--- src/rtl/popc_pkg.sv ---
package popc_pkg;

  // Bits needed to hold a count from 0 to n.
  function automatic int cnt_width(int n);
    return $clog2(n + 1);
  endfunction

  // Numeric value of a partly resolved carry-save word: resolved low bits
  // below position p, plus remaining sum/carry bits at or above p, plus the
  // pending carry entering position p.
  function automatic logic [31:0] csa_value(logic [31:0] r, logic [31:0] s,
                                            logic [31:0] c, logic k, int p);
    logic [31:0] hi_mask;
    hi_mask = ~((32'd1 << p) - 32'd1);
    return (r & ~hi_mask) + (s & hi_mask) + (c & hi_mask) + ({31'd0, k} << p);
  endfunction

endpackage

--- src/rtl/popc_skew_grid.sv ---
// Triangular delay grid: row k holds k flip-flops, so bit k leaves the grid
// k clocks after it entered, one diagonal step per clock.
module popc_skew_grid #(
  parameter int N = 8
) (
  input  logic         clk,
  input  logic         rst,
  input  logic [N-1:0] in_bits,
  output logic [N-1:0] out_bits
);

  for (genvar k = 0; k < N; k++) begin : g_row
    if (k == 0) begin : g_direct
      assign out_bits[k] = in_bits[k];
    end else if (k == 1) begin : g_one
      logic diag_q;
      always_ff @(posedge clk) begin
        if (rst) diag_q <= 1'b0;
        else     diag_q <= in_bits[k];
      end
      assign out_bits[k] = diag_q;
    end else begin : g_many
      logic [k-1:0] diag_q;
      always_ff @(posedge clk) begin
        if (rst) diag_q <= '0;
        else     diag_q <= {diag_q[k-2:0], in_bits[k]};
      end
      assign out_bits[k] = diag_q[k-1];
    end
  end

endmodule

--- src/rtl/popc_csa_cell.sv ---
// One row of the incrementer column: adds a single bit to a carry-save
// partial count with one full-adder level per bit position.
module popc_csa_cell #(
  parameter int W = 4
) (
  input  logic         clk,
  input  logic         rst,
  input  logic         vld_i,
  input  logic [W-1:0] s_i,
  input  logic [W-1:0] c_i,
  input  logic         bit_i,
  output logic         vld_o,
  output logic [W-1:0] s_o,
  output logic [W-1:0] c_o
);

  logic [W-1:0] inc_vec;
  logic [W-1:0] sum_n;
  logic [W-1:0] maj_n;

  assign inc_vec = {{(W-1){1'b0}}, bit_i};
  assign sum_n   = s_i ^ c_i ^ inc_vec;
  assign maj_n   = (s_i & c_i) | (s_i & inc_vec) | (c_i & inc_vec);

  always_ff @(posedge clk) begin
    if (rst) begin
      vld_o <= 1'b0;
      s_o   <= '0;
      c_o   <= '0;
    end else begin
      vld_o <= vld_i;
      s_o   <= sum_n;
      c_o   <= {maj_n[W-2:0], 1'b0};
    end
  end

  // numeric value of the pair grows by exactly the arriving bit
  p_csa_keep_r4: assert property (@(posedge clk) disable iff (rst)
    !rst |=> ({1'b0, s_o} + {1'b0, c_o}) ==
             $past({1'b0, s_i} + {1'b0, c_i} + {{W{1'b0}}, bit_i}));

endmodule

--- src/rtl/popc_resolve.sv ---
// Pipelined carry resolution: stage j settles result bit j and hands one
// carry bit to stage j+1.
module popc_resolve #(
  parameter int W = 4
) (
  input  logic         clk,
  input  logic         rst,
  input  logic         vld_i,
  input  logic [W-1:0] s_i,
  input  logic [W-1:0] c_i,
  output logic         vld_o,
  output logic [W-1:0] cnt_o
);

  logic [W-1:0] q_r [W];
  logic [W-1:0] q_s [W];
  logic [W-1:0] q_c [W];
  logic         q_k [W];
  logic         q_v [W];
  logic [W-1:0] d_r [W];
  logic [W-1:0] d_s [W];
  logic [W-1:0] d_c [W];
  logic         d_k [W];
  logic         d_v [W];

  always_comb begin
    for (int j = 0; j < W; j++) begin
      logic [W-1:0] pr, ps, pc;
      logic         pk, pv;
      if (j == 0) begin
        pr = '0;
        ps = s_i;
        pc = c_i;
        pk = 1'b0;
        pv = vld_i;
      end else begin
        pr = q_r[j-1];
        ps = q_s[j-1];
        pc = q_c[j-1];
        pk = q_k[j-1];
        pv = q_v[j-1];
      end
      d_r[j]    = pr;
      d_r[j][j] = ps[j] ^ pc[j] ^ pk;
      d_k[j]    = (ps[j] & pc[j]) | (ps[j] & pk) | (pc[j] & pk);
      d_s[j]    = ps;
      d_c[j]    = pc;
      d_v[j]    = pv;
    end
  end

  always_ff @(posedge clk) begin
    if (rst) begin
      for (int j = 0; j < W; j++) begin
        q_r[j] <= '0;
        q_s[j] <= '0;
        q_c[j] <= '0;
        q_k[j] <= 1'b0;
        q_v[j] <= 1'b0;
      end
    end else begin
      for (int j = 0; j < W; j++) begin
        q_r[j] <= d_r[j];
        q_s[j] <= d_s[j];
        q_c[j] <= d_c[j];
        q_k[j] <= d_k[j];
        q_v[j] <= d_v[j];
      end
    end
  end

  assign cnt_o = q_r[W-1];
  assign vld_o = q_v[W-1];

  // every resolve stage keeps the numeric value of what it carries
  for (genvar j = 0; j < W; j++) begin : g_chk
    if (j == 0) begin : g_first
      p_resolve_keep_r7: assert property (@(posedge clk) disable iff (rst)
        !rst |=> popc_pkg::csa_value(32'(q_r[j]), 32'(q_s[j]), 32'(q_c[j]), q_k[j], j + 1) ==
                 $past(popc_pkg::csa_value(32'd0, 32'(s_i), 32'(c_i), 1'b0, 0)));
    end else begin : g_next
      p_resolve_keep_r7: assert property (@(posedge clk) disable iff (rst)
        !rst |=> popc_pkg::csa_value(32'(q_r[j]), 32'(q_s[j]), 32'(q_c[j]), q_k[j], j + 1) ==
                 $past(popc_pkg::csa_value(32'(q_r[j-1]), 32'(q_s[j-1]), 32'(q_c[j-1]),
                                           q_k[j-1], j)));
    end
  end

endmodule

--- src/rtl/popc_systolic.sv ---
module popc_systolic #(
  parameter int N = 8
) (
  input  logic                     clk,
  input  logic                     rst,
  input  logic                     in_valid,
  input  logic [N-1:0]             in_vec,
  output logic                     out_valid,
  output logic [$clog2(N+1)-1:0]   out_count
);

  localparam int W   = popc_pkg::cnt_width(N);
  localparam int LAT = N + W;
  localparam int FW  = $clog2(LAT + 1);

  logic [N-1:0] gated_vec;
  logic [N-1:0] skewed;
  logic [W-1:0] row_s [N];
  logic [W-1:0] row_c [N];
  logic         row_v [N];

  // Idle slots enter as zeros so nothing stale can reach the count.
  assign gated_vec = in_vec & {N{in_valid}};

  popc_skew_grid #(.N(N)) u_skew (
    .clk      (clk),
    .rst      (rst),
    .in_bits  (gated_vec),
    .out_bits (skewed)
  );

  for (genvar k = 0; k < N; k++) begin : g_col
    if (k == 0) begin : g_top
      popc_csa_cell #(.W(W)) u_cell (
        .clk   (clk),
        .rst   (rst),
        .vld_i (in_valid),
        .s_i   ({W{1'b0}}),
        .c_i   ({W{1'b0}}),
        .bit_i (skewed[k]),
        .vld_o (row_v[k]),
        .s_o   (row_s[k]),
        .c_o   (row_c[k])
      );
    end else begin : g_below
      popc_csa_cell #(.W(W)) u_cell (
        .clk   (clk),
        .rst   (rst),
        .vld_i (row_v[k-1]),
        .s_i   (row_s[k-1]),
        .c_i   (row_c[k-1]),
        .bit_i (skewed[k]),
        .vld_o (row_v[k]),
        .s_o   (row_s[k]),
        .c_o   (row_c[k])
      );
    end
  end

  popc_resolve #(.W(W)) u_resolve (
    .clk   (clk),
    .rst   (rst),
    .vld_i (row_v[N-1]),
    .s_i   (row_s[N-1]),
    .c_i   (row_c[N-1]),
    .vld_o (out_valid),
    .cnt_o (out_count)
  );

  // Cycles since reset, saturating at the pipeline depth.
  logic [FW-1:0] since_rst;
  always_ff @(posedge clk) begin
    if (rst)                          since_rst <= '0;
    else if (since_rst != FW'(LAT))   since_rst <= since_rst + 1'b1;
  end

  // nothing emerges before the pipeline has refilled after reset
  p_flush_r6: assert property (@(posedge clk) disable iff (rst)
    (since_rst < FW'(LAT)) |-> !out_valid);

  // empty output slots carry a zero count
  p_idle_zero_r3: assert property (@(posedge clk) disable iff (rst)
    !out_valid |-> out_count == '0);

  // a count can never exceed the vector width
  p_out_range_r5: assert property (@(posedge clk) disable iff (rst)
    out_valid |-> 32'(out_count) <= 32'(N));

endmodule

--- config.mk ---
export PLATFORM = sky130hd
export DESIGN_NAME = popc_systolic
export DESIGN_NICKNAME = d
export VERILOG_FILES = /design/src/rtl/popc_pkg.sv /design/src/rtl/popc_skew_grid.sv /design/src/rtl/popc_csa_cell.sv /design/src/rtl/popc_resolve.sv /design/src/rtl/popc_systolic.sv
export SDC_FILE = /design/constraint.sdc
export NUM_CORES = 1
export LEC_CHECK = 0
export ABC_AREA = 1
export BUFFER_PORTS_ARGS = -buffer_cell sky130_fd_sc_hd__buf_4
export CORE_MARGIN = 1.5
export CORE_UTILIZATION = 55
export CTS_CLUSTER_SIZE = 16
export DETAILED_ROUTE_END_ITERATION = 16
export GPL_TIMING_DRIVEN = 0
export PLACE_DENSITY = 0.73
export SYNTH_ARGS = -nofsm -noshare
export SYNTH_HDL_FRONTEND = slang
export SYNTH_SLANG_ARGS = --single-unit
--- constraint.sdc ---
create_clock -name clk -period 1.45 [get_ports clk]
set_input_delay 0.0725 -clock clk [delete_from_list [all_inputs] [get_ports clk]]
set_output_delay 0.0725 -clock clk [all_outputs]
set_load 0.005 [all_outputs]
# Word-level counts from Yosys, hierarchy flattened
# Memory sizes are Yosys's and may differ from the RTL's.
# Index checks and enable logic that the tools add are counted.
[word_totals]
ff_bits = 93
mem_bits_rw = 56
inputBits = 11
wordCells = 153
n_memories = 5
[memory_table]
columns = ["name", "depth", "word_bits", "read_ports", "rd_ports_with_merged_regs", "wr", "line_no", "text"]
rows = [
  ["u_resolve.q_c", 4, 4, 3, 0, 4, "popc_resolve.sv:17", "logic [W-1:0] q_c [W];"],
  ["u_resolve.q_r", 4, 4, 4, 0, 4, "popc_resolve.sv:15", "logic [W-1:0] q_r [W];"],
  ["u_resolve.q_s", 4, 4, 3, 0, 4, "popc_resolve.sv:16", "logic [W-1:0] q_s [W];"],
  ["u_resolve.q_k", 4, 1, 3, 0, 4, "popc_resolve.sv:18", "logic q_k [W];"],
  ["u_resolve.q_v", 4, 1, 4, 0, 4, "popc_resolve.sv:19", "logic q_v [W];"],
]
[classes]
n_mux = 23
bitwise_logic = 88
[ops]
columns = ["cell", "n"]
rows = [
  ["$mux W4", 12],
  ["$and A3 B1 Y3", 13],
  ["$or A3 B3 Y3", 12],
  ["$or A1 B1 Y1", 26],
  ["$xor A4 B1 Y4", 6],
  ["$xor A4 B4 Y4", 6],
  ["$and A3 B3 Y3", 6],
  ["$mux W1", 11],
  ["$and A1 B1 Y1", 10],
  ["$and A8 B8 Y8", 1],
  ["$xor A1 B1 Y1", 8],
]

# Depth between registers and ports, before layout
# Gate-level depths: netlist of run 1.
# An unclocked memory read counts as a cell.
[depth]
word_depth = 5
ltp_mapped = 5
ltp_nobuf = 5

# By module
# Synthesis of run 1 repeated with hierarchy kept, for this count alone.
[hier_totals]
hier_cells = 477
area_unflattened_um2 = 4275.4
[modules_own_cells]
columns = ["module", "instances", "cells_per_inst", "area_each_um2", "seq_area_each_um2"]
rows = [
  ["popc_csa_cell", 8, 33, 304.0, 160.2],
  ["popc_resolve", 1, 100, 907.1, 580.6],
  ["popc_skew_grid", 1, 95, 867.1, 560.5],
  ["popc_systolic", 1, 18, 68.8, 0.0],
]

# Worst setup path before layout of run 1
# OpenSTA, ideal clock, no wires.
[synth_path]
kind = "register to register"
start = "memory u_resolve.q_k[1][0] (netlist: u_resolve.q_k[0][1])"
end = "memory u_resolve.q_r[2][2] (netlist: u_resolve.q_r[0][10])"
t_arrival_ps = 906
required_ps = 1386
setup_slack_ps = 480
path_stages_with_launch = 4
n_path_buf = 0
path_cell_list = "dfxtp_1 fa_1 inv_1 nor2_1"
[synth_rtl]
columns = ["item", "line_no"]
rows = [
  ["start, declared", "popc_resolve.sv:18"],
  ["end, declared", "popc_resolve.sv:15"],
]

==> results of run 1 <==
cell type report:
type	instances	area [um2]	share of cell area, %
buffer	12	83.8	2.37
clock buffer	10	138	3.90
clock inverter	6	65.1	1.84
inverter	92	345	9.78
multi-input combinational	130	652	18.5
sequential	99	1980	56.1
tap	70	87.6	2.48
timing repair buffer	21	178	5.03
placed cells by master (no fill, tap or decap), drive strengths merged:
| master | synthesis | routed |
|---|---|---|
| ha | 16 | 16 |
| clkbuf | 1 | 11 |
| nor2 | 98 | 98 |
| bufinv | 0 | 1 |
| a21oi | 1 | 1 |
| clkinvlp | 0 | 1 |
| buf | 11 | 24 |
| nand3 | 1 | 1 |
| inv | 92 | 92 |
| clkinv | 0 | 4 |
| xnor2 | 1 | 1 |
| dlygate4sd3 | 0 | 8 |
| dfxtp | 99 | 99 |
| nand2 | 12 | 12 |
| fa | 1 | 1 |
layer usage:
| metal | vias to the layer above | global-route usage (%) |
|---|---|---|
| li1 | 983 | - |
| met1 | 807 | 14.9 |
| met4 | 0 | 5.45 |
| met2 | 26 | 31.2 |
| met5 | - | 0 |
| met3 | 6 | 7.41 |
power by group:
part | switching, mW | total (mW) | internal (mW) | leakage [nW]
logic | 0.0800 | 0.141 | 0.0610 | 0.654
registers | 0.00749 | 2.75 | 2.74 | 0.800
clock network | 0.874 | 1.72 | 0.843 | 0.102
total | 0.961 | 4.61 | 3.65 | 1.56
critical path: cells and delay by family (launching register included):
family                     cells  cell delay, ns
and+or+nand+nor                1            0.08
adders and majority gates      1            0.53
buffers and inverters          1            0.04
DFF                            1            0.32
synth_stat cells:
library cell	count
fa_1	1
ha_1	16
dfxtp_1	99
buf_6	4
a21oi_1	1
xnor2_1	1
nand2_1	12
nor2_1	98
clkbuf_1	1
nand3_1	1
buf_2	7
inv_1	92
per-stage QoR:
stage	cells	power, mW
2_1_floorplan	333	2.89
3_3_place_gp	416	2.94
3_5_place_dp	416	2.94
4_1_cts	440	4.67
5_1_grt	440	4.83
6_report	440	4.61
sequential cells by signal, indices dropped and copies added, names as in the netlist, 4 cells and up:
| register | flops |
|---|---|
| u_resolve.q_v | 4 |
| g_col.g_below.u_cell.s_o | 19 |
| g_col.g_below.u_cell.vld_o | 7 |
| u_resolve.q_s | 10 |
| u_skew.g_row.g_many.diag_q | 27 |
| u_resolve.q_r | 6 |
| u_resolve.q_c | 6 |
| g_col.g_below.u_cell.c_o | 15 |
kinds of logic after synthesis:
| group | Yosys count |
|---|---|
| compound gates | 1 |
| xor+xnor | 1 |
| fa+ha+maj | 17 |
| buf+inv | 104 |
| flops | 99 |
| simple gates | 111 |
worst paths after layout:
path	slack (ns)	from	endpoint	depth (start not counted)
max	0.42	u_resolve.q_k[0][1]	u_resolve.q_r[0][10]	3
min reg2reg	0.40	g_col[7].g_below.u_cell.s_o[2]	u_resolve.q_s[0][2]	2
min	0.05	rst	u_skew.g_row[1].g_one.diag_q	3
max reg2reg	0.42	u_resolve.q_k[0][1]	u_resolve.q_r[0][10]	3
==> results.sh, run 1 <==
export IMPL_cp_slowest_cell="fa_1"
export IMPL_required_ns=1.74
export IMPL_clk_pin_slew_ns=0.09
export IMPL_gp_congestion=0.717
export IMPL_clockBufferDepth=2
export IMPL_finalMaxSlewViolations=0
export IMPL_skew_ns=0.00726
export IMPL_drc_errors=0
export IMPL_power_density_nw_per_um2=1310
export IMPL_status="finished, final reports clean"
export IMPL_cts_setup_buffers=0
export IMPL_diodes=0
export IMPL_worst_setup_path_type="register to register"
export IMPL_nets=393
export IMPL_period_share_pct=70.9
export IMPL_grt_usage_pct=16.3
export IMPL_dieWidth_um=77.6
export IMPL_p_leak_nw=1.56
export IMPL_coreArea_um2=5240
export IMPL_grt_pass1_vias=1773
export IMPL_worst_pin_slew_ns=0.324
export IMPL_dp_slack_ns=0.422
export IMPL_critPathLaunchType="register"
export IMPL_cts_root_buf="clkbuf_8"
export IMPL_yosysWarnings=0
export IMPL_fill_cells=413
export IMPL_grt_first_pass_wirelength_mm=7.25
export IMPL_synth_top_area_cell="dfxtp_1"
export IMPL_netlist_area_um2=3060
export IMPL_holdBufCountCts=8
export IMPL_synth_nets=361
export IMPL_vdd_drop_max_uv=909
export IMPL_cts_repair_resized=0
export IMPL_hold_ws_ns=0.0457
export IMPL_yosysTopAreaCellShare_pct=64.7
export IMPL_synth_top_family_by_area="buffers and inverters"
export IMPL_dp_hpwl_mm=2.66
export IMPL_fin_area_um2=3530
export IMPL_die_height_um=77.6
export IMPL_synthTopCellsByArea="dfxtp_1 (65%), nor2_1 (12%), inv_1 (11%)"
export IMPL_cts_sinks=99
export IMPL_synth_compound_area_share_pct=0.163
export IMPL_period_needed_ns=1.03
export IMPL_synthSimpleGateAreaFrac_pct=13.6
export IMPL_met2_length_mm=2.24
export IMPL_cpPeakStageDelay_ns=0.53
export IMPL_wl_met1_mm=1.76
export IMPL_synth_fa_ha_area_share_pct=7.19
export IMPL_postRouteAntennaNets=0
export IMPL_max_freq_ghz=0.973
export IMPL_clock_latency_ns=0.35
export IMPL_htree_levels=3
export IMPL_final_core_util_pct=67.4
export IMPL_setup_ws_ns=0.422
export IMPL_crit_arrival_ns=1.32
export IMPL_areaGrowthSynthToFinish_pct=15.3
export IMPL_tritoncts="built"
export IMPL_yosysSeqAreaShare_pct=64.7
export IMPL_cp_max_fo=1
export IMPL_synth_xor_area_share_pct=0.286
export IMPL_cts_buffers=9
export IMPL_die_area_um2=6030
export IMPL_grt_max_degree=17
export IMPL_syn_inst=333
export IMPL_crit_chain="fa_1 > inv_1 > nor2_1"
export IMPL_yosys_register_bits=99
export IMPL_highest_layer="met4"
export IMPL_rsz0062_at_grt="false"
export IMPL_max_slew_margin_rel_pct=78.4
export IMPL_dpl_cell_area_um2=3250
export IMPL_grt_ovfl_total=0
export IMPL_wl_met3_um=174
export IMPL_fp_row_count=26
export IMPL_synthMuxAreaShare_pct=0
export IMPL_setup_viol=0
export IMPL_synth_cell_type_count=12
export IMPL_avgViaCountPerCell=4.14
export IMPL_avgRoutedWirePerCell_um=9.56
export IMPL_io_pins=16
export IMPL_vias=1822
export IMPL_io_buffer_count=13
export IMPL_synth_area_per_cell_um2=9.20
export IMPL_drt_total_wl_mm=4.21
export IMPL_end_kind="register"
export IMPL_drt_pass1_iter_count=4
export IMPL_hold_path_class="input pin to register"
export IMPL_maxCapViolations=0
export IMPL_antenna_found_initial=0
export IMPL_start_util_pct=58.5
export IMPL_timing_hold_violations_final=0
export IMPL_tns_ns=0
export IMPL_initialDrtViolationCount=45
export IMPL_drive_gt1_share_pct=10.8
No activity file was read; power rests on OpenSTA's default activity.
==> run 2, diff against run 1 <==
--- a/config.mk
+++ b/config.mk
@@ -5,7 +5,7 @@
 export SDC_FILE = /design/constraint.sdc
 export NUM_CORES = 1
 export LEC_CHECK = 0
-export ABC_AREA = 1
+export ABC_AREA = 0
 export BUFFER_PORTS_ARGS = -buffer_cell sky130_fd_sc_hd__buf_4
 export CORE_MARGIN = 1.5
 export CORE_UTILIZATION = 55
==> constraint.sdc (replaced) <==
create_clock -name clk -period 1.05 [get_ports clk]
set_input_delay 0.0525 -clock clk [delete_from_list [all_inputs] [get_ports clk]]
set_output_delay 0.0525 -clock clk [all_outputs]
set_load 0.005 [all_outputs]
==> run 2 against run 1 <==
Die area shrank 5.0%. Critical path depth shrank 1. Core utilization shrank 1.6 points. Sequential cell count is the same. Combinational power grew 17%. Global-route usage shrank 1.1 points. Final cell count shrank 24%. Clock-buffer cell count grew 2. Register-to-register slack lost 0.40 ns. Sequential power grew 38%. Clock skew shrank 0.0021 ns. Largest cell class unchanged. Highest routed layer unchanged.
==> results.sh, run 2 <==
export IMPL_cts_setup_buffers=0
export IMPL_cts_root_buf="clkbuf_8"
export IMPL_antenna_found_initial=0
export IMPL_avgRoutedWirePerCell_um=10.5
export IMPL_period_share_pct=98.1
export IMPL_synth_xor_area_share_pct=1.08
export IMPL_yosys_register_bits=99
export IMPL_cp_slowest_cell="fa_1"
export IMPL_hold_path_class="input pin to register"
export IMPL_drt_total_wl_mm=3.52
export IMPL_critPathBufInv=0
export IMPL_p_leak_nw=1.47
export IMPL_largest_register="u_skew.g_row.g_many.diag_q"
export IMPL_setup_viol=0
export IMPL_power_mw=6.22
export IMPL_clockBufferDepth=2
export IMPL_crit_chain="fa_1 > nor2b_1"
export IMPL_worst_pin_slew_ns=0.241
export IMPL_clock_latency_ns=0.34
export IMPL_diodes=0
export IMPL_min_to="g_col[0].g_top.u_cell.vld_o"
export IMPL_hold_start="in_valid"
export IMPL_netlist_area_um2=2900
export IMPL_critPathTopFamily="adder cells"
export IMPL_status="finished, final reports clean"
export IMPL_cpPeakStageDelay_ns=0.46
export IMPL_final_core_util_pct=65.8
export IMPL_yosysWarnings=0
export IMPL_drt_pass1_iter_count=3
export IMPL_fill_cells=427
export IMPL_skew_ns=0.00514
export IMPL_rsz0062_at_grt="true"
export IMPL_grt_pass1_vias=1371
export IMPL_die_height_um=75.7
export IMPL_hold_ws_ns=0.0949
export IMPL_fp_row_count=26
export IMPL_syn_inst=228
export IMPL_initialDrtViolationCount=35
export IMPL_yosysSeqAreaShare_pct=68.3
export IMPL_synth_compound_area_share_pct=0
export IMPL_clk_pin_slew_ns=0.08
export IMPL_synthTopCellsByArea="dfxtp_1 (68%), nor2b_1 (19%), ha_1 (6.9%)"
export IMPL_dieWidth_um=75.7
export IMPL_reg2reg_slack_ns=0.02
export IMPL_tritoncts="built"
export IMPL_vdd_drop_max_uv=1390
export IMPL_synthSimpleGateAreaFrac_pct=21.2
export IMPL_postRouteAntennaNets=0
export IMPL_synth_fa_ha_area_share_pct=7.59
export IMPL_start_util_pct=56.8
export IMPL_synth_cell_type_count=9
export IMPL_grt_usage_pct=15.1
export IMPL_htree_levels=3
export IMPL_final_cells=334
export IMPL_max_slew_margin_rel_pct=83.9
export IMPL_period_needed_ns=1.03
export IMPL_final_cell_mix="dfxtp_1 (98), nor2b_1 (89), ha_1 (16)"
export IMPL_synth_async_sr_flop_share_pct=0
export IMPL_cts_sinks=99
export IMPL_synth_top_family_by_area="simple AND/OR/NAND/NOR gates"
export IMPL_worstHoldPathCells=3
export IMPL_areaGrowthSynthToFinish_pct=15.7
export IMPL_r2r_cells=2
export IMPL_dp_cells=312
export IMPL_fin_area_um2=3360
export IMPL_r2r_end="u_resolve.q_r[0][10]"
export IMPL_coreArea_um2=5110
export IMPL_cts_buffers=9
export IMPL_top_regs="u_skew.g_row.g_many.diag_q: 27 flops, g_col.g_below.u_cell.s_o: 19 flops, g_col.g_below.u_cell.c_o: 15 flops"
export IMPL_dp_slack_ns=0.0294
export IMPL_io_buffer_count=14
export IMPL_setup_ws_ns=0.0200
export IMPL_synth_edf_count=0
export IMPL_io_pins=16
export IMPL_timing_rr_start="u_resolve.q_k[0][1]"
export IMPL_largest_reg_flops=27
export IMPL_gp_congestion=0.688
export IMPL_power_density_nw_per_um2=1850
export IMPL_crit_arrival_ns=1.26
export IMPL_grt_ovfl_total=0
export IMPL_timing_hold_violations_final=0
export IMPL_final_common_cell="dfxtp_1"
export IMPL_maxCapViolations=0
export IMPL_drive_gt1_share_pct=14.4
export IMPL_vias=1455
export IMPL_synth_commonest_cells="dfxtp_1 (99), nor2b_1 (89), ha_1 (16)"
export IMPL_synth_top_area_cell="dfxtp_1"
export IMPL_grt_first_pass_wirelength_mm=5.91
export IMPL_nets=289
export IMPL_die_area_um2=5720
export IMPL_yosysMostFrequentCell="dfxtp_1"
export IMPL_worst_setup_path_type="register to register"
export IMPL_synth_area_per_cell_um2=12.7
export IMPL_finalMaxSlewViolations=0
export IMPL_yosysTopAreaCellShare_pct=68.3
export IMPL_drc_errors=0
export IMPL_tns_ns=0
export IMPL_required_ns=1.28
export IMPL_avgViaCountPerCell=4.36
export IMPL_cp_max_fo=1
export IMPL_grt_max_degree=15
export IMPL_synthMuxAreaShare_pct=0
export IMPL_dpl_cell_area_um2=3100
export IMPL_synth_nets=256
export IMPL_max_freq_ghz=0.971
export IMPL_synth_main_ff_cell="dfxtp_1"
export IMPL_end_kind="register"
export IMPL_critPathLaunchType="register"
run 2: changes by cell type after synthesis, sizes merged, moves of 8 or more:
cell,before,now
and2,0,8
inv,92,0
nand2,12,0
nor2,98,2
nor2b,0,89
run 2: layer usage:
metal / global-route usage (%) / share of wire, % / up-vias / wire, um
met1: 15.9 / 43 / 666 / 1530
met5: 0 / 0 / - / 0
li1: - / - / 761 / -
met2: 25.7 / 51 / 24 / 1780
met4: 5.36 / 1.1 / 0 / 38
met3: 8.33 / 5.0 / 4 / 175
run 2: worst max path at each step:
stage	startpoint	endpoint	slack, ns	cells past startpoint
2_1_floorplan	u_resolve.q_k[0][1]	u_resolve.q_r[0][10]	0.07	2
3_3_place_gp	u_resolve.q_k[0][1]	u_resolve.q_r[0][10]	0.02	2
3_5_place_dp	u_resolve.q_k[0][1]	u_resolve.q_r[0][10]	0.03	2
4_1_cts	u_resolve.q_k[0][1]	u_resolve.q_r[0][10]	0.003	2
5_1_grt	u_resolve.q_k[0][1]	u_resolve.q_r[0][10]	-0.02	2
6_report	u_resolve.q_k[0][1]	u_resolve.q_r[0][10]	0.02	2
run 2: layout make-up:
| class | count | area [um2] | share of cell area [%] |
|---|---|---|---|
| Multi-Input combinational cell | 118 | 866 | 25.8 |
| Sequential cell | 99 | 1980 | 59.0 |
| Clock buffer | 12 | 145 | 4.32 |
| Timing Repair Buffer | 22 | 185 | 5.51 |
| Clock inverter | 2 | 37.5 | 1.12 |
| Tap cell | 70 | 87.6 | 2.61 |
| Buffer | 11 | 55.1 | 1.64 |
run 2: cell families (layout without fill, tap and decap cells):
logic type,Yosys count,after routing
flip-flops,99,99
AND/OR/NAND/NOR,99,99
adder cells (fa/ha/maj),17,17
buffers and inverters,11,47
XOR/XNOR,2,2
run 2: where the power goes:
| part | internal [mW] | leakage, nW | switching [mW] |
|---|---|---|---|
| Combinational | 0.0792 | 0.579 | 0.0855 |
| Clock | 1.14 | 0.0885 | 1.11 |
| Sequential | 3.79 | 0.801 | 0.00738 |
run 2: repair_timing:
item                                   4_1_cts  5_1_grt
gates resized for setup                      0        1
hold buffers                                 8        0
setup endpoints to repair                    0        1
endpoints found under the hold margin        8        0
run 2: worst reg2reg max path, stage by stage, from the launching register on:
cell     delay, ns
dfxtp_2       0.33
fa_1          0.46
nor2b_1       0.14
